[src/rtl/sbus_adder_seq.sv]
module sbus_adder_seq #(
  parameter int WIDTH = 16,
  parameter int WORDS = 4,
  parameter int STEPW = 3
) (
  input  logic                     clk,
  input  logic                     rst,
  input  logic                     pre_we,
  input  logic [$clog2(WORDS)-1:0] pre_addr,
  input  logic [WIDTH-1:0]         pre_data,
  input  logic [$clog2(WORDS)-1:0] dump_addr,
  output logic [WIDTH-1:0]         dump_data,
  output logic                     halt
);
  localparam int AW = $clog2(WORDS);
  localparam logic [STEPW-1:0] LAST_STEP = STEPW'(6);

  localparam logic [2:0] OP_ADD  = 3'd0;
  localparam logic [2:0] OP_SUB  = 3'd1;
  localparam logic [2:0] OP_AND  = 3'd2;
  localparam logic [2:0] OP_OR   = 3'd3;
  localparam logic [2:0] OP_XOR  = 3'd4;
  localparam logic [2:0] OP_NOTB = 3'd5;
  localparam logic [2:0] OP_PASS = 3'd6;
  localparam logic [2:0] OP_INCB = 3'd7;

  logic [WIDTH-1:0] mem [WORDS];
  logic [AW-1:0]    mar;
  logic [WIDTH-1:0] mdr, yreg, zreg;
  logic [STEPW-1:0] step;

  logic             mar_ld;
  logic [AW-1:0]    mar_lit;
  logic             rd, wr;
  logic             mdr_in1, mdr_in2, mdr_out2;
  logic             y_in, y_out, z_in, z_out;
  logic [2:0]       alu_op;

  logic [WIDTH-1:0] bus, mem_q, alu_r;

  always_comb begin
    mar_ld = 1'b0; mar_lit = '0; rd = 1'b0; wr = 1'b0;
    mdr_in1 = 1'b0; mdr_in2 = 1'b0; mdr_out2 = 1'b0;
    y_in = 1'b0; y_out = 1'b0; z_in = 1'b0; z_out = 1'b0;
    alu_op = OP_ADD;
    if (!rst && !halt) begin
      case (step)
        3'd0: begin mar_ld = 1'b1; mar_lit = AW'(1); end
        3'd1: begin rd = 1'b1; mdr_in1 = 1'b1; mar_ld = 1'b1; mar_lit = AW'(2); end
        3'd2: begin mdr_out2 = 1'b1; y_in = 1'b1; rd = 1'b1; mdr_in1 = 1'b1; end
        3'd3: begin mdr_out2 = 1'b1; alu_op = OP_ADD; z_in = 1'b1; end
        3'd4: begin z_out = 1'b1; mdr_in2 = 1'b1; mar_ld = 1'b1; mar_lit = AW'(3); end
        3'd5: begin wr = 1'b1; end
        default: ;
      endcase
    end
  end

  assign bus = ({WIDTH{mdr_out2}} & mdr)
             | ({WIDTH{y_out}}    & yreg)
             | ({WIDTH{z_out}}    & zreg);

  assign mem_q     = rd ? mem[mar] : '0;
  assign dump_data = mem[dump_addr];

  always_comb begin
    case (alu_op)
      OP_ADD:  alu_r = yreg + bus;
      OP_SUB:  alu_r = yreg - bus;
      OP_AND:  alu_r = yreg & bus;
      OP_OR:   alu_r = yreg | bus;
      OP_XOR:  alu_r = yreg ^ bus;
      OP_NOTB: alu_r = ~bus;
      OP_PASS: alu_r = yreg;
      default: alu_r = bus + WIDTH'(1);
    endcase
  end

  always_ff @(posedge clk) begin
    if (rst && pre_we)
      mem[pre_addr] <= pre_data;
    else if (wr)
      mem[mar] <= mdr;
  end

  always_ff @(posedge clk) begin
    if (rst) begin
      step <= '0;
      halt <= 1'b0;
      mar  <= '0;
      mdr  <= '0;
      yreg <= '0;
      zreg <= '0;
    end else begin
      if (mar_ld)  mar  <= mar_lit;
      if (mdr_in1) mdr  <= mem_q;
      else if (mdr_in2) mdr <= bus;
      if (y_in)    yreg <= bus;
      if (z_in)    zreg <= alu_r;
      if (step == LAST_STEP) halt <= 1'b1;
      else                   step <= step + STEPW'(1);
    end
  end

  assert_one_driver_R7: assert property (@(posedge clk) disable iff (rst)
    $onehot0({mdr_out2, y_out, z_out}));

  assert_halt_sticky_R2: assert property (@(posedge clk) disable iff (rst)
    halt |=> halt);

  assert_halt_quiet_R2: assert property (@(posedge clk) disable iff (rst)
    halt |=> $stable(mem[3]) && $stable(mem[0]));

  assert_sum_written_R3: assert property (@(posedge clk) disable iff (rst)
    (step == 3'd5 && !halt) |=> mem[3] == mem[1] + mem[2]);

  assert_no_early_write_R8: assert property (@(posedge clk) disable iff (rst)
    (step < 3'd5) |=> $stable(mem[3]));

  assert_operands_kept_R4: assert property (@(posedge clk) disable iff (rst)
    1'b1 |=> $stable(mem[1]) && $stable(mem[2]));
endmodule

[config.mk]
export PLATFORM = sky130hd
export DESIGN_NAME = sbus_adder_seq
export DESIGN_NICKNAME = d
export VERILOG_FILES = /design/src/rtl/sbus_adder_seq.sv
export SDC_FILE = /design/constraint.sdc
export NUM_CORES = 1
export LEC_CHECK = 0
export BUFFER_PORTS_ARGS = -buffer_cell sky130_fd_sc_hd__buf_2
export CAP_MARGIN = 20
export CORE_MARGIN = 8
export CORE_UTILIZATION = 55
export CTS_CLUSTER_DIAMETER = 40
export DETAILED_ROUTE_END_ITERATION = 8
export PLACE_DENSITY = 0.78
export SYNTH_ARGS = -nofsm -noshare
export SYNTH_HDL_FRONTEND = slang
export SYNTH_SLANG_ARGS = --single-unit
[constraint.sdc]
create_clock -name clk -period 4.1 [get_ports clk]
set_input_delay 0.41 -clock clk [delete_from_list [all_inputs] [get_ports clk]]
set_output_delay 0.41 -clock clk [all_outputs]
set_load 0.05 [all_outputs]
==> run summary <==
The run finished with clean final reports. The most used flip-flop cell after synthesis is sky130_fd_sc_hd__edfxtp_1. For the total area of sequential cells, the log shows 3040 um^2.

The critical path is of the register to register type. The maximum vdd drop is 0.311 mV. Headroom to the max-slew limit came out at 42.0%.

The area of placed instances came out at 6250 um^2. The logs give 546 for the net count reported at finish and 120 for the number of clock sinks. In this run the deepest clock path goes through 2 buffers.

Die height: 120 um. STA classifies the critical path startpoint as a register. After clock tree synthesis, the setup repair step added 0 buffers.

Once the floorplan was initialized, standard cells occupied 55.8% of the core. Between clock sinks in the finished design, the worst skew comes to 0.00753 ns. After detailed routing, the average wire length per cell comes to 20.7 um. The first routing iteration left 269 violations. The count of cells in the finished layout, fillers not included, comes to 654. Counting instances, the worst hold path has a depth of 4. Setup violations remaining at the end of the flow were counted as 0. The routing usage on met3 is 4.24%. The synthesized netlist contains 49 unique library cells. Across the run, the number of max-cap violations was 0. The initial antenna violation count came out at 0. The clock reaches the later pin of the worst-skew pair after 0.51 ns. For this run, global-route usage on met1 was measured as 24.6%. After layout, the minimum clock period comes to 3.62 ns.

Detailed placement finished with a half-perimeter wire length of 8.88 mm. The period utilization was 88.2%. For this design the static power due to leakage is 2.48 nW.

Peak-usage layer in the global routing report: met2. For this run, the total global-route usage over all layers was measured as 19.3%. The share of the synthesized area in the top cell type is 32.1%, and the required time reported for the critical path endpoint is 4.46 ns.

The via-per-instance ratio is 6.22. The most area-hungry cell type in the Yosys netlist was sky130_fd_sc_hd__edfxtp_1. Setup repair after global routing left no endpoint under its margin.

Sequential elements use 50.8% of the synthesized area. The via count of the first global-routing pass is 4195. Fill cells in the final layout number 813. Count of input and output buffers: 39. STA classifies the critical path endpoint as a register. The synthesized design contains 64 enable-type register cells. The number of pins exceeding their max-slew limit in the final report came out at 0. The tools report the placeable core region as 10700 um^2. The final wirelength was 13.5 mm. The chip width was 120 um; the worst reg-to-reg path cell count was 13.

The first global-routing pass estimated 22.0 mm of wire. TritonCTS built the clock tree. The maximum number of pins on one net before global-route repair was 59; the flip-flop and latch count after synthesis was 120. Static timing analysis puts the maximum clock frequency at 277 MHz. The post-cts repair resize count is 0, and the synthesized cell area is 5990 um^2.

The run gives 0 as the number of hold buffers added after cts. The average cell area after synthesis was 12.9 um^2; the data arrival time at the worst-slack endpoint was 3.98 ns. The worst hold slack after final layout was 0.260 ns. Share of final-layout standard cells stronger than drive strength 1: 29.0%. The area of the die is 14500 um^2, and the layout overhead on the synthesized area is 14.5%. Counting flops with an async set or reset pin after synthesis yields a share of 0%. The run gives 6860 um^2 as the area of all placed cells without fillers. At the end of routability-driven placement, the weighted congestion stood at 0.877. In this run, placement finished with an instance count of 621. The gate count of the mapped netlist came out at 466. For met2 alone, demand over resource in global routing was 31.4%. For the count of TritonRoute iterations in the first routing pass, the log shows 6.

The power per cell area was 456 nW/um^2; the final setup TNS was 0 ns. Clock tree synthesis selected as its root buffer the cell sky130_fd_sc_hd__clkbuf_8. The number of antenna cells inserted was 0; the synthesized net count was 511. The worst-path maximum fanout is 16.

During I/O placement, the number of pins put on the boundary was 40. In the final layout, the multi-input gates occupy 2770 um^2. The hold violation total from the final report is 0.

After global routing the overflow that remains totals 0. By count the netlist is led by 64 x sky130_fd_sc_hd__edfxtp_1, 56 x sky130_fd_sc_hd__dfxtp_1, 37 x sky130_fd_sc_hd__a21oi_1, 33 x sky130_fd_sc_hd__nand2_1, 32 x sky130_fd_sc_hd__mux4_2. The tightest min-delay check is of the input port to register type. The run gives 0 as the number of nets with antenna violations after detailed routing. The actual transition at the worst max-transition pin was 0.868 ns; the clock slew at the register clock pins of the worst setup and hold paths was 0.06 ns. Yosys instantiated no cell more often than sky130_fd_sc_hd__edfxtp_1. In this run the core area contains 38 standard-cell rows. The number of buffers added by the clock tree synthesis step is 17, and the remaining routing DRC violations is 0. For the deepest level of the CTS H-tree, the log shows 4. The run gives 4071 as the routed via count. For this run, the number of Yosys warnings is 0. In the post-synthesis netlist, the biggest area contributors are sky130_fd_sc_hd__edfxtp_1 32%, sky130_fd_sc_hd__dfxtp_1 19%, sky130_fd_sc_hd__mux4_2 12%, sky130_fd_sc_hd__mux2_2 5.8%, sky130_fd_sc_hd__ha_1 4.4%.
[report_power, final]
part / total [mW] / switching (mW) / leakage (nW) / internal [mW]
logic: 0.326 / 0.188 / 1.16 / 0.138
registers: 1.35 / 0.0399 / 1.04 / 1.31
clock network: 1.45 / 0.576 / 0.283 / 0.878
total: 3.13 / 0.804 / 2.48 / 2.32
[registers in the layout (all words and copies together) (netlist names), named ones only]
name / flops
halt: 1
mar: 2
mdr: 16
mem: 64
step: 3
yreg: 16
zreg: 16
[layout make-up]
class,count,share of cell area (%)
clock inverters,15,2.42
clock buffers,17,6.03
well taps,140,2.55
repair buffers,46,3.90
multi-input cells,310,40.4
flip-flops and latches,120,44.3
inverters,6,0.328
[worst max-delay path, cell delays in order (launching register included)]
cell,delay [ns]
sky130_fd_sc_hd__dfxtp_1,0.39
sky130_fd_sc_hd__inv_1,0.11
sky130_fd_sc_hd__ha_1,0.28
sky130_fd_sc_hd__nor2b_1,0.15
sky130_fd_sc_hd__o21a_1,0.36
sky130_fd_sc_hd__a22o_1,0.35
sky130_fd_sc_hd__ha_1,0.24
sky130_fd_sc_hd__fa_1,0.42
sky130_fd_sc_hd__a21oi_1,0.20
sky130_fd_sc_hd__o21ai_0,0.12
sky130_fd_sc_hd__a21oi_1,0.41
sky130_fd_sc_hd__o21ai_0,0.19
sky130_fd_sc_hd__xnor2_1,0.15
sky130_fd_sc_hd__o21ai_0,0.08
[per-layer routing]
layer  share of wire, %  vias up
li1                   -     1861
met1                 42     2029
met2                 50      154
met4                1.9        0
met5                  0        -
met3                6.2       27
[placed cells by master (no fill, tap or decap), types with 5 or more instances in the layout]
cell type,Yosys,layout
sky130_fd_sc_hd__edfxtp_1,64,64
sky130_fd_sc_hd__clkbuf_16,0,16
sky130_fd_sc_hd__a22oi_1,16,16
sky130_fd_sc_hd__inv_1,6,6
sky130_fd_sc_hd__nand3b_1,18,18
sky130_fd_sc_hd__mux4_2,32,32
sky130_fd_sc_hd__buf_4,0,6
sky130_fd_sc_hd__nor2_1,8,8
sky130_fd_sc_hd__mux2_2,31,31
sky130_fd_sc_hd__a22o_1,15,15
sky130_fd_sc_hd__xnor2_1,13,13
sky130_fd_sc_hd__buf_2,15,39
sky130_fd_sc_hd__o21ai_0,23,23
sky130_fd_sc_hd__dfxtp_1,56,56
sky130_fd_sc_hd__ha_1,21,21
sky130_fd_sc_hd__inv_6,0,5
sky130_fd_sc_hd__nand3_1,6,6
sky130_fd_sc_hd__a21oi_1,37,37
sky130_fd_sc_hd__nand2_1,33,33
sky130_fd_sc_hd__nor2b_1,16,16
[worst paths after layout]
check,slack (ns),to,from
setup / recovery,0.48,zreg[8],step[0]
hold / removal,0.26,mdr[0],rst
setup reg to reg,0.48,zreg[8],step[0]
hold reg to reg,0.49,zreg[1],zreg[1]
[cells by family (layout without fill, tap and decap cells)]
| group | Yosys count | in the layout | synth area share (%) |
|---|---|---|---|
| buf+inv | 36 | 84 | 3.05 |
| flops | 120 | 120 | 50.8 |
| xor+xnor | 16 | 16 | 2.34 |
| simple gates | 95 | 95 | 8.52 |
| compound gates | 113 | 113 | 12.6 |
| mux | 64 | 64 | 18.0 |
| fa+ha+maj | 22 | 22 | 4.72 |
[through the flow]
step / utilization [%] / total power [mW] / setup WS (ns)
detailed placement: 58.2 / 1.68 / 0.516
CTS: 63.6 / 3.12 / 0.489
global route: 63.9 / 3.22 / 0.0704
floorplan: - / 1.60 / 1.03
finish: 63.9 / 3.13 / 0.484
global placement: 58.2 / 1.67 / 0.613
No activity file was read; power rests on OpenSTA's default activity.
